File: src/rtl/dram_mon_pkg.sv
package dram_mon_pkg;
  typedef enum logic [1:0] {
    OP_IDLE = 2'd0,
    OP_ACT  = 2'd1,
    OP_RD   = 2'd2,
    OP_PRE  = 2'd3
  } mon_op_e;

  typedef enum logic [2:0] {
    V_NONE     = 3'd0,
    V_RCD      = 3'd1,
    V_RAS      = 3'd2,
    V_RP       = 3'd3,
    V_RC       = 3'd4,
    V_RD_IDLE  = 3'd5,
    V_PRE_IDLE = 3'd6,
    V_ACT_BUSY = 3'd7
  } viol_e;
endpackage

File: src/rtl/dram_bank_tracker.sv
module dram_bank_tracker #(
  parameter int T_RCD = 3,
  parameter int T_RAS = 5,
  parameter int T_RP  = 3,
  parameter int T_RC  = 9
) (
  input  logic clk,
  input  logic rst_n,
  input  logic act_go,
  input  logic pre_go,
  output logic is_open,
  output logic rcd_met,
  output logic ras_met,
  output logic rp_met,
  output logic rc_met
);
  localparam int LIM_A   = (T_RC > T_RAS) ? T_RC : T_RAS;
  localparam int ACT_LIM = (LIM_A > T_RCD) ? LIM_A : T_RCD;
  localparam int ACT_W   = $clog2(ACT_LIM + 1);
  localparam int PRE_W   = $clog2(T_RP + 1);

  logic             open_q;
  logic [ACT_W-1:0] act_age_q;  // cycles since last accepted activate
  logic [PRE_W-1:0] pre_age_q;  // cycles since last accepted precharge

  // Counters start saturated so every rule is met out of reset.
  always_ff @(posedge clk) begin
    if (!rst_n) begin
      open_q    <= 1'b0;
      act_age_q <= ACT_W'(ACT_LIM);
      pre_age_q <= PRE_W'(T_RP);
    end else begin
      if (act_go) begin
        open_q    <= 1'b1;
        act_age_q <= ACT_W'(1);
      end else if (act_age_q != ACT_W'(ACT_LIM)) begin
        act_age_q <= act_age_q + ACT_W'(1);
      end
      if (pre_go) begin
        open_q    <= 1'b0;
        pre_age_q <= PRE_W'(1);
      end else if (pre_age_q != PRE_W'(T_RP)) begin
        pre_age_q <= pre_age_q + PRE_W'(1);
      end
    end
  end

  assign is_open = open_q;
  assign rcd_met = act_age_q >= ACT_W'(T_RCD);
  assign ras_met = act_age_q >= ACT_W'(T_RAS);
  assign rc_met  = act_age_q >= ACT_W'(T_RC);
  assign rp_met  = pre_age_q >= PRE_W'(T_RP);
endmodule

File: src/rtl/dram_cmd_judge.sv
module dram_cmd_judge
  import dram_mon_pkg::*;
(
  input  mon_op_e op,
  input  logic    is_open,
  input  logic    rcd_met,
  input  logic    ras_met,
  input  logic    rp_met,
  input  logic    rc_met,
  output viol_e   viol
);
  // State errors first, then the timing rules in a fixed order.
  always_comb begin
    viol = V_NONE;
    unique case (op)
      OP_ACT: begin
        if (is_open)      viol = V_ACT_BUSY;
        else if (!rp_met) viol = V_RP;
        else if (!rc_met) viol = V_RC;
      end
      OP_RD: begin
        if (!is_open)      viol = V_RD_IDLE;
        else if (!rcd_met) viol = V_RCD;
      end
      OP_PRE: begin
        if (!is_open)      viol = V_PRE_IDLE;
        else if (!ras_met) viol = V_RAS;
      end
      default: viol = V_NONE;
    endcase
  end
endmodule

File: src/rtl/dram_rd_pipe.sv
module dram_rd_pipe #(
  parameter int DEPTH  = 4,
  parameter int BANK_W = 2
) (
  input  logic              clk,
  input  logic              rst_n,
  input  logic              in_fire,
  input  logic [BANK_W-1:0] in_bank,
  output logic              out_fire,
  output logic [BANK_W-1:0] out_bank
);
  logic [DEPTH-1:0]  vld_q;
  logic [BANK_W-1:0] bank_q [DEPTH];

  always_ff @(posedge clk) begin
    if (!rst_n) begin
      vld_q <= '0;
      for (int i = 0; i < DEPTH; i++) bank_q[i] <= '0;
    end else begin
      vld_q[0]  <= in_fire;
      bank_q[0] <= in_bank;
      for (int i = 1; i < DEPTH; i++) begin
        vld_q[i]  <= vld_q[i-1];
        bank_q[i] <= bank_q[i-1];
      end
    end
  end

  assign out_fire = vld_q[DEPTH-1];
  assign out_bank = bank_q[DEPTH-1];
endmodule

File: src/rtl/dram_cmd_monitor.sv
module dram_cmd_monitor
  import dram_mon_pkg::*;
#(
  parameter int NUM_BANKS = 4,
  parameter int T_RCD     = 3,
  parameter int T_CL      = 4,
  parameter int T_RAS     = 5,
  parameter int T_RP      = 3,
  parameter int T_RC      = 9,
  localparam int BANK_W   = (NUM_BANKS > 1) ? $clog2(NUM_BANKS) : 1
) (
  input  logic                 clk,
  input  logic                 rst_n,
  input  logic [1:0]           cmd_op,
  input  logic [BANK_W-1:0]    cmd_bank,
  output logic                 err_valid,
  output logic [2:0]           err_code,
  output logic [BANK_W-1:0]    err_bank,
  output logic                 rd_due,
  output logic [BANK_W-1:0]    rd_due_bank,
  output logic [NUM_BANKS-1:0] bank_open
);
  mon_op_e op;
  viol_e   viol;
  logic    accept;

  logic [NUM_BANKS-1:0] open_v, rcd_v, ras_v, rp_v, rc_v;

  assign op     = mon_op_e'(cmd_op);
  assign accept = (viol == V_NONE);

  for (genvar g = 0; g < NUM_BANKS; g++) begin : g_bank
    logic hit;
    assign hit = (cmd_bank == BANK_W'(g)) && accept;
    dram_bank_tracker #(
      .T_RCD(T_RCD), .T_RAS(T_RAS), .T_RP(T_RP), .T_RC(T_RC)
    ) u_trk (
      .clk     (clk),
      .rst_n   (rst_n),
      .act_go  (hit && (op == OP_ACT)),
      .pre_go  (hit && (op == OP_PRE)),
      .is_open (open_v[g]),
      .rcd_met (rcd_v[g]),
      .ras_met (ras_v[g]),
      .rp_met  (rp_v[g]),
      .rc_met  (rc_v[g])
    );
  end

  dram_cmd_judge u_judge (
    .op      (op),
    .is_open (open_v[cmd_bank]),
    .rcd_met (rcd_v[cmd_bank]),
    .ras_met (ras_v[cmd_bank]),
    .rp_met  (rp_v[cmd_bank]),
    .rc_met  (rc_v[cmd_bank]),
    .viol    (viol)
  );

  always_ff @(posedge clk) begin
    if (!rst_n) begin
      err_valid <= 1'b0;
      err_code  <= 3'd0;
      err_bank  <= '0;
    end else begin
      err_valid <= !accept;
      err_code  <= viol;
      err_bank  <= cmd_bank;
    end
  end

  dram_rd_pipe #(.DEPTH(T_CL), .BANK_W(BANK_W)) u_pipe (
    .clk      (clk),
    .rst_n    (rst_n),
    .in_fire  (accept && (op == OP_RD)),
    .in_bank  (cmd_bank),
    .out_fire (rd_due),
    .out_bank (rd_due_bank)
  );

  assign bank_open = open_v;
endmodule

File: config.mk
export PLATFORM = sky130hd
export DESIGN_NAME = dram_cmd_monitor
export DESIGN_NICKNAME = d
export VERILOG_FILES = /design/src/rtl/dram_mon_pkg.sv /design/src/rtl/dram_bank_tracker.sv /design/src/rtl/dram_cmd_judge.sv /design/src/rtl/dram_rd_pipe.sv /design/src/rtl/dram_cmd_monitor.sv
export SDC_FILE = /design/constraint.sdc
export NUM_CORES = 1
export LEC_CHECK = 0
export BUFFER_PORTS_ARGS = -buffer_cell sky130_fd_sc_hd__buf_2
export CAP_MARGIN = 20
export CORE_MARGIN = 8
export CORE_UTILIZATION = 63
export DETAILED_ROUTE_END_ITERATION = 16
export PLACE_DENSITY = 0.8
export RECOVER_POWER = 25
export SLEW_MARGIN = 20
export SYNTH_ARGS = -nofsm -noshare
export SYNTH_HDL_FRONTEND = slang
export SYNTH_SLANG_ARGS = --single-unit
File: constraint.sdc
create_clock -name clk -period 4.4 [get_ports clk]
set_input_delay 0.88 -clock clk [delete_from_list [all_inputs] [get_ports clk]]
set_output_delay 0.88 -clock clk [all_outputs]
set_load 0.05 [all_outputs]
==> metrics.yaml, run 1 <==
post-route-period-util_pct: 53.5
std_cell_rows: 21
clk_pin_slew_ns: 0.14
min_path_type: "reg2reg"
nets: 258
netlist_area_um2: 2160
ios: 19
synth_xor_area_share_pct: 6.48
avgSynthCellArea_um2: 9.61
maxCapViolations: 0
r2r-start: "g_bank[1].u_trk.act_age_q[0]"
final_layout_size_suffix_gt1_share_pct: 15.6
vias: 1567
maxSlewViolCount: 0
hold_depth: 1
combPwrFrac_pct: 41.3
grt_util_all_layers_pct: 15.4
synthAdderAreaFrac_pct: 9.25
wl_per_cell_um: 14.1
hold_buffers: 0
yosys_warnings: 0
seq_area_frac_synth_pct: 40.7
leakage_uw: 0.000967
startpoint_type: "primary input"
cts_tree: "done"
r2r_setup_slack_ns: 2.15
finalNonFillerCells: 283
die_w_um: 74.6
hold_viol: 0
die_h_um: 74.6
grt_max_degree: 30
grt_pass1_vias: 1477
hold_end: "u_pipe.vld_q[3]"
insertion_delay_ns: 0.36
end_kind: "flop"
start_util_pct: 65.3
critPathMaxStageDelay_ns: 0.63
p_int_uw: 875
netSwitchingFraction_pct: 37.4
cp_cell_sequence: "buf_2 -> mux4_2 -> a41oi_2 -> nand4b_4 -> nor2_1 -> o21ai_0"
synth_top_area_share_pct: 40.7
seqPwrFrac_pct: 40.7
antenna_left: 0
fin_area_um2: 2290
grt_pass1_wl_um: 6690
io_buffers: 18
syn_inst: 225
powerDensity_nw_per_um2: 609
synth_compound_area_share_pct: 10.8
yosys.area_share.simple_pct: 22.7
dr.pass1.iters: 4
dp.cells: 275
htreeDepth: 2
gr-total-overflow: 0
diodes: 0
slowest_stage: "mux4_2"
timing.fmax_mhz: 425
synth-edff-count: 0
ys_async_sr_fraction_pct: 0
viasPerCell: 5.54
cts.path.max_buffers: 2
dp_hpwl_um: 2980
synthTopCellsByArea: "dfxtp_1 (41%), ha_1 (9.3%), nor2_1 (4.3%), xnor2_1 (3.6%), and2_1 (3.5%)"
cts_resized: 0
postCtsSetupRepairBufs: 0
cts.sinks: 44
design.die.area_um2: 5570
setup-violations-final: 0
drc: 0
synthMuxAreaShare_pct: 3.93
antenna_found_initial: 0
ir_drop_v: 0.000362
path_class: "in2reg"
status: "finished clean"
syn_to_final_growth_pct: 6.07
cts-root-buf: "clkbuf_4"
skew_ns: 0.0112
ys.flop_type: "dfxtp_1"
synthesis.nets: 247
place_congestion: 0.878
coreArea_um2: 3310
rsz0062_at_grt: "no"
arrival_ns: 2.54
cts_inserted_buffers: 5
clkPwrFrac_pct: 18.0
placed_area_um2: 2220
r2r_cells: 8
synth.distinct_cells: 39
r2r_end: "g_bank[1].u_trk.act_age_q[3]"
drt_iter0_markers: 107
period_needed_ns: 2.36
tightest_slew_ns: 1.13
relSlewSlack_pct: 24.4
power_uw: 1400
drt_wl_total_um: 4000
fin_tns_setup_ns: 0
fill_cells: 274
synth_top_family_by_area: "simple AND/OR/NAND/NOR gates"
ys_seq_elements: 44
hold_start: "u_pipe.vld_q[2]"
path_max_fanout: 9
power_switching_uw: 522
worst_ep_required_time_ns: 4.59
yosys.area.top_type: "dfxtp_1"
[worst max-delay path: cells and delay by family]
family,cells,cell delay (ns)
mux,1,0.63
compound gates,2,0.40
simple gates,2,0.45
buf+inv,1,0.17
[area by class of cell]
class / instances / area, um2 / share of cell area [%]
inverter: 11 / 41.3 / 1.80
clock buffer: 5 / 37.5 / 1.64
tap: 46 / 57.6 / 2.51
sequential: 44 / 881 / 38.4
multi-input combinational: 156 / 1150 / 50.1
timing repair buffer: 18 / 85.1 / 3.71
clock inverter: 3 / 42.5 / 1.85
[logic make-up after synthesis]
kind of cell | after synthesis
xor+xnor | 16
simple gates | 87
fa+ha+maj | 16
compound gates | 31
buf+inv | 25
flops | 44
mux | 6
[Yosys cell counts (all sizes together), types with 5 or more instances]
library cell  number
inv               11
buf               10
o21ai             12
dfxtp             44
nand2b            12
nor4               6
nand3b             5
xor2               7
nand2              7
ha                16
nor2              25
nand3              5
and2              12
xnor2              9
[sequential cells by signal, summed over array words and instances, names as in the netlist]
| name | flops |
|---|---|
| err_bank | 1 |
| err_code | 3 |
| err_valid | 1 |
| g_bank.u_trk.act_age_q | 16 |
| g_bank.u_trk.is_open | 4 |
| g_bank.u_trk.pre_age_q | 8 |
| u_pipe.bank_q | 7 |
| u_pipe.vld_q | 4 |
[metal layers]
metal | track usage, % | vias up | share of wire, %
li1 | - | 792 | -
met1 | 18.4 | 722 | 46
met2 | 25.1 | 44 | 46
met3 | 5.12 | 9 | 6.8
met4 | 5.65 | 0 | 1.7
met5 | 0 | - | 0
[worst max-delay path by stage]
stage	cells past startpoint	slack, ns	endpoint	startpoint
finish	6	2.04	g_bank[1].u_trk.act_age_q[3]	cmd_bank[0]
global route	6	1.94	g_bank[1].u_trk.act_age_q[3]	cmd_bank[0]
CTS	6	2.09	g_bank[1].u_trk.act_age_q[3]	cmd_bank[0]
detailed placement	6	1.71	g_bank[1].u_trk.act_age_q[3]	cmd_bank[0]
global placement	6	1.77	g_bank[1].u_trk.is_open	cmd_bank[0]
floorplan	8	1.98	g_bank[1].u_trk.pre_age_q[0]	cmd_bank[1]
[through the flow]
step                hold slack [ns]  util, %  setup slack [ns]
global placement              0.416     67.0              1.77
global route                  0.473     69.3              1.94
CTS                           0.452     69.5              2.09
floorplan                     0.412        -              1.98
finish                        0.451     69.3              2.04
detailed placement            0.418     67.0              1.71
[power groups by stage]
| stage | sequential [uW] | combinational [uW] | clock [uW] |
|---|---|---|---|
| 3_3_place_gp | 574 | 554 | 0 |
| 2_1_floorplan | 579 | 468 | 0 |
| 5_1_grt | 582 | 646 | 274 |
| 3_5_place_dp | 577 | 578 | 0 |
| 4_1_cts | 568 | 582 | 257 |
| 6_report | 568 | 577 | 252 |
[placed cells by master (no fill, tap or decap), drive strengths merged, types with 2 or more instances in the layout]
cell and count:
and2 12, xnor2 9, nor4 6, nor2 25
or3 4, buf 14, xor2 7, a21oi 4
o221a 4, nor2b 3, nand2 7, ha 16
o21ai 12, mux4 2, clkbuf 9, nor3 2
a211oi 4, inv 11, nor3b 2, dfxtp 44
nand3b 5, nand3 5, mux2i 4, nand2b 12
Note: power is estimated with default switching activity, not from simulation.
==> inputs of run 2 (changes only) <==
- CORE_UTILIZATION: 63 -> 58
- PLACE_DENSITY: 0.8 -> 0.74
- clock period: 4.4 -> 2.4 ns (I/O delays scaled with it)
==> metrics.yaml, run 2 (synthesis results as in run 1) <==
grt_max_degree: 29
fin_ws_ns: 0.227
largest_reg_flops: 16
drt_wl_total_um: 3990
place_congestion: 0.823
dp_hpwl_um: 2950
nets: 264
final_common_cell: "dfxtp_1"
rsz0062_at_grt: "no"
ir_drop_v: 0.000753
insertion_delay_ns: 0.30
path_class: "in2reg"
timing.fmax_mhz: 460
cts_resized: 0
cts-root-buf: "clkbuf_8"
grt_pass1_vias: 1631
skew_ns: 0.00642
regMostFlops: "g_bank.u_trk.act_age_q"
cts.path.max_buffers: 2
powerDensity_nw_per_um2: 1130
finish.utilization_pct: 65.3
post-route-period-util_pct: 90.5
io_buffers: 18
grt_pass1_wl_um: 7070
maxSlewViolCount: 0
gr-total-overflow: 0
hold_viol: 0
period_needed_ns: 2.17
wl_per_cell_um: 13.7
antenna_left: 0
ios: 19
status: "finished clean"
postCtsSetupRepairBufs: 0
r2r_end: "g_bank[2].u_trk.act_age_q[3]"
min_path_type: "reg2reg"
vias: 1607
path_max_fanout: 9
std_cell_rows: 22
drc: 0
design.die.area_um2: 5940
startpoint: "cmd_bank[0]"
tightest_slew_ns: 1.09
coreArea_um2: 3630
die_h_um: 77.1
relSlewSlack_pct: 27.2
cts.sinks: 44
crit_end: "g_bank[2].u_trk.act_age_q[3]"
fin_tns_setup_ns: 0
leakage_uw: 0.00101
maxCapViolations: 0
grt_util_all_layers_pct: 14.4
start_util_pct: 59.5
final_layout_size_suffix_gt1_share_pct: 17.3
reg_top3: "g_bank.u_trk.act_age_q (16), g_bank.u_trk.pre_age_q (8), u_pipe.bank_q (7)"
pre_cts_slack_ns: 0.142
syn_to_final_growth_pct: 9.72
hold_buffers: 0
hold_start: "u_pipe.bank_q[0][2]"
final_cell_mix: "dfxtp_1 (44), nor2_1 (25), ha_1 (16), buf_2 (14), nand2b_1 (12)"
worst_ep_required_time_ns: 2.53
diodes: 0
arrival_ns: 2.30
antenna_found_initial: 0
r2r_cells: 8
startpoint_type: "primary input"
htreeDepth: 2
setup-violations-final: 0
die_w_um: 77.1
end_kind: "flop"
cts_tree: "done"
r2r_setup_slack_ns: 0.23
drt_iter0_markers: 127
dr.pass1.iters: 4
viasPerCell: 5.52
r2r-start: "g_bank[1].u_trk.act_age_q[0]"
cts_inserted_buffers: 5
clk_pin_slew_ns: 0.08
## run 2: cell types whose count changed in the layout (fill, tap and decap cells not counted), sizes merged
cell	before	now
inv	11	12
clkinv	1	0
buf	14	19
clkbuf	9	10
## run 2: where the power goes
group	switching, uW	total, uW	leakage [uW]	internal [uW]
clock network	265	578	0.0000548	313
registers	147	1040	0.000361	896
logic	559	1050	0.000593	494
total	971	2670	0.00101	1700
## run 2: final cells by class
| class | instances | area (um2) |
|---|---|---|
| fill | 326 | 1260 |
| multi-input combinational | 156 | 1150 |
| sequential | 44 | 881 |
| timing repair buffer | 24 | 126 |
| clock buffer | 5 | 68.8 |
| tap | 48 | 60.1 |
| clock inverter | 3 | 46.3 |
| inverter | 11 | 41.3 |
## run 2: worst max-delay path, cell delays in order
cell      delay, ns
clkbuf_1       0.34
mux4_2         0.67
nor2b_2        0.27
nand4b_4       0.23
nor2_1         0.19
o21ai_0        0.11
## run 2: worst min path at each step
| stage | to | depth (start not counted) |
|---|---|---|
| 2_1_floorplan | u_pipe.bank_q[0][4] | 1 |
| 3_3_place_gp | u_pipe.bank_q[0][5] | 1 |
| 3_5_place_dp | u_pipe.bank_q[0][4] | 1 |
| 4_1_cts | u_pipe.bank_q[0][4] | 1 |
| 5_1_grt | u_pipe.bank_q[0][5] | 1 |
| 6_report | u_pipe.bank_q[0][4] | 1 |
## run 2: layer usage
layer | GRT usage (%) | vias to the layer above | part of all wire, %
li1 | - | 800 | -
met1 | 15.8 | 773 | 46
met2 | 24.3 | 25 | 47
met3 | 4.90 | 9 | 4.6
met4 | 6.60 | 0 | 2.1
met5 | 0 | - | 0
## run 2: through the flow
stage / instances / cell area, um2 / hold WS [ns] / total power [uW]
6_report: 291 / 2370 / 0.440 / 2670
5_1_grt: 291 / 2370 / 0.458 / 2910
4_1_cts: 291 / 2380 / 0.444 / 2710
3_5_place_dp: 283 / 2270 / 0.421 / 2120
3_3_place_gp: 283 / 2270 / 0.414 / 2090
2_1_floorplan: 225 / 2160 / 0.412 / 1920
==> inputs of run 3 (changes only) <==
- RECOVER_POWER: 25 -> not set
==> metrics.yaml, run 3 (synthesis results as in run 1) <==
status: "finished clean"
vias: 1598
final_common_cell: "dfxtp_1"
cts-root-buf: "clkbuf_8"
cts.path.max_buffers: 2
cts_tree: "done"
setup-violations-final: 0
cts_inserted_buffers: 5
reg_top3: "g_bank.u_trk.act_age_q (16), g_bank.u_trk.pre_age_q (8), u_pipe.bank_q (7)"
timing.fmax_mhz: 465
nets: 264
cp_cell_sequence: "inv_1 -> ha_1 -> nor3b_1 -> o32a_1 -> a41oi_2 -> nand4b_4 -> nor2_1 -> o221a_2"
die_w_um: 77.1
arrival_ns: 2.40
fin_area_um2: 2380
cts_resized: 0
postCtsSetupRepairBufs: 0
leakage_uw: 0.00103
path_max_fanout: 8
cts.sinks: 44
skew_ns: 0.00643
grt_pass1_wl_um: 7070
ios: 19
die_h_um: 77.1
std_cell_rows: 22
wl_per_cell_um: 13.7
ir_drop_v: 0.000753
htreeDepth: 2
grt_pass1_vias: 1631
critPathMaxStageDelay_ns: 0.43
finish.utilization_pct: 65.6
final_cell_mix: "dfxtp_1 (44), nor2_1 (25), buf_2 (18), ha_1 (16)"
maxCapViolations: 0
drt_iter0_markers: 127
rsz0062_at_grt: "no"
dp_hpwl_um: 2950
worst_ep_required_time_ns: 2.65
fill_cells: 320
place_congestion: 0.823
power_uw: 2680
final_layout_size_suffix_gt1_share_pct: 19.3
design.die.area_um2: 5940
placed_area_um2: 2270
gr-total-overflow: 0
drt_wl_total_um: 3980
viasPerCell: 5.49
diodes: 0
register_area_um2: 881
fin_ws_ns: 0.250
grt_max_degree: 29
grt_util_all_layers_pct: 14.4
largest_reg_flops: 16
clk_pin_slew_ns: 0.08
relSlewSlack_pct: 67.1
io_buffers: 18
antenna_left: 0
dr.pass1.iters: 4
post-route-period-util_pct: 89.6
coreArea_um2: 3630
start_util_pct: 59.5
hold_buffers: 0
multi_input_area_um2: 1150
slowest_stage: "dfxtp_1"
syn_to_final_growth_pct: 10.1
period_needed_ns: 2.15
r2r_cells: 8
startpoint_type: "flop"
insertion_delay_ns: 0.30
tightest_slew_ns: 0.489
hold_viol: 0
regMostFlops: "g_bank.u_trk.act_age_q"
hold_depth: 1
antenna_found_initial: 0
path_class: "reg2reg"
drc: 0
powerDensity_nw_per_um2: 1120
maxSlewViolCount: 0
pre_cts_slack_ns: 0.142
end_kind: "flop"
min_path_type: "reg2reg"
fin_tns_setup_ns: 0
## run 3: changes by cell type in the layout (fill, tap and decap cells not counted), sizes merged
cell    previous run  this run
clkbuf            10         5
buf               19        24
## run 3: critical path: cells and delay by family, from the launching register on
kind	cells	cell delay (ns)
AO/OA/AOI/OAI	3	0.82
adder cells (fa/ha/maj)	1	0.21
buffers and inverters	1	0.07
flip-flops	1	0.43
AND/OR/NAND/NOR	3	0.56
## run 3: final timing paths
check / from / end / slack [ns]
worst max-delay path: g_bank[1].u_trk.act_age_q[0] / g_bank[0].u_trk.is_open / 0.25
worst min-delay path: u_pipe.bank_q[0][2] / u_pipe.bank_q[0][4] / 0.44
worst max register to register: g_bank[1].u_trk.act_age_q[0] / g_bank[0].u_trk.is_open / 0.25
worst min register to register: u_pipe.bank_q[0][2] / u_pipe.bank_q[0][4] / 0.44
## run 3: power breakdown
| part | internal [uW] | switching (uW) | leakage (uW) |
|---|---|---|---|
| Clock | 313 | 265 | 0.0000548 |
| Sequential | 896 | 147 | 0.000361 |
| Combinational | 496 | 559 | 0.000614 |
## run 3: stage by stage
stage / instances / hold WS, ns
3_3_place_gp: 283 / 0.414
4_1_cts: 291 / 0.444
3_5_place_dp: 283 / 0.421
5_1_grt: 291 / 0.458
6_report: 291 / 0.440
2_1_floorplan: 225 / 0.412
## run 3: layout make-up
type | instances | area share [%]
multi-input combinational | 156 | 48.3
sequential | 44 | 37.0
timing repair buffer | 24 | 5.67
clock buffer | 5 | 2.89
tap | 48 | 2.52
clock inverter | 3 | 1.94
inverter | 11 | 1.73
## run 3: metal layers
| metal | share of wire (%) | global-route usage [%] | up-vias | routed length (um) |
|---|---|---|---|---|
| met3 | 3.7 | 4.90 | 7 | 148 |
| met4 | 1.7 | 6.60 | 0 | 68 |
| met1 | 47 | 15.8 | 768 | 1890 |
| met5 | 0 | 0 | - | 0 |
| li1 | - | - | 800 | - |
| met2 | 47 | 24.3 | 23 | 1880 |
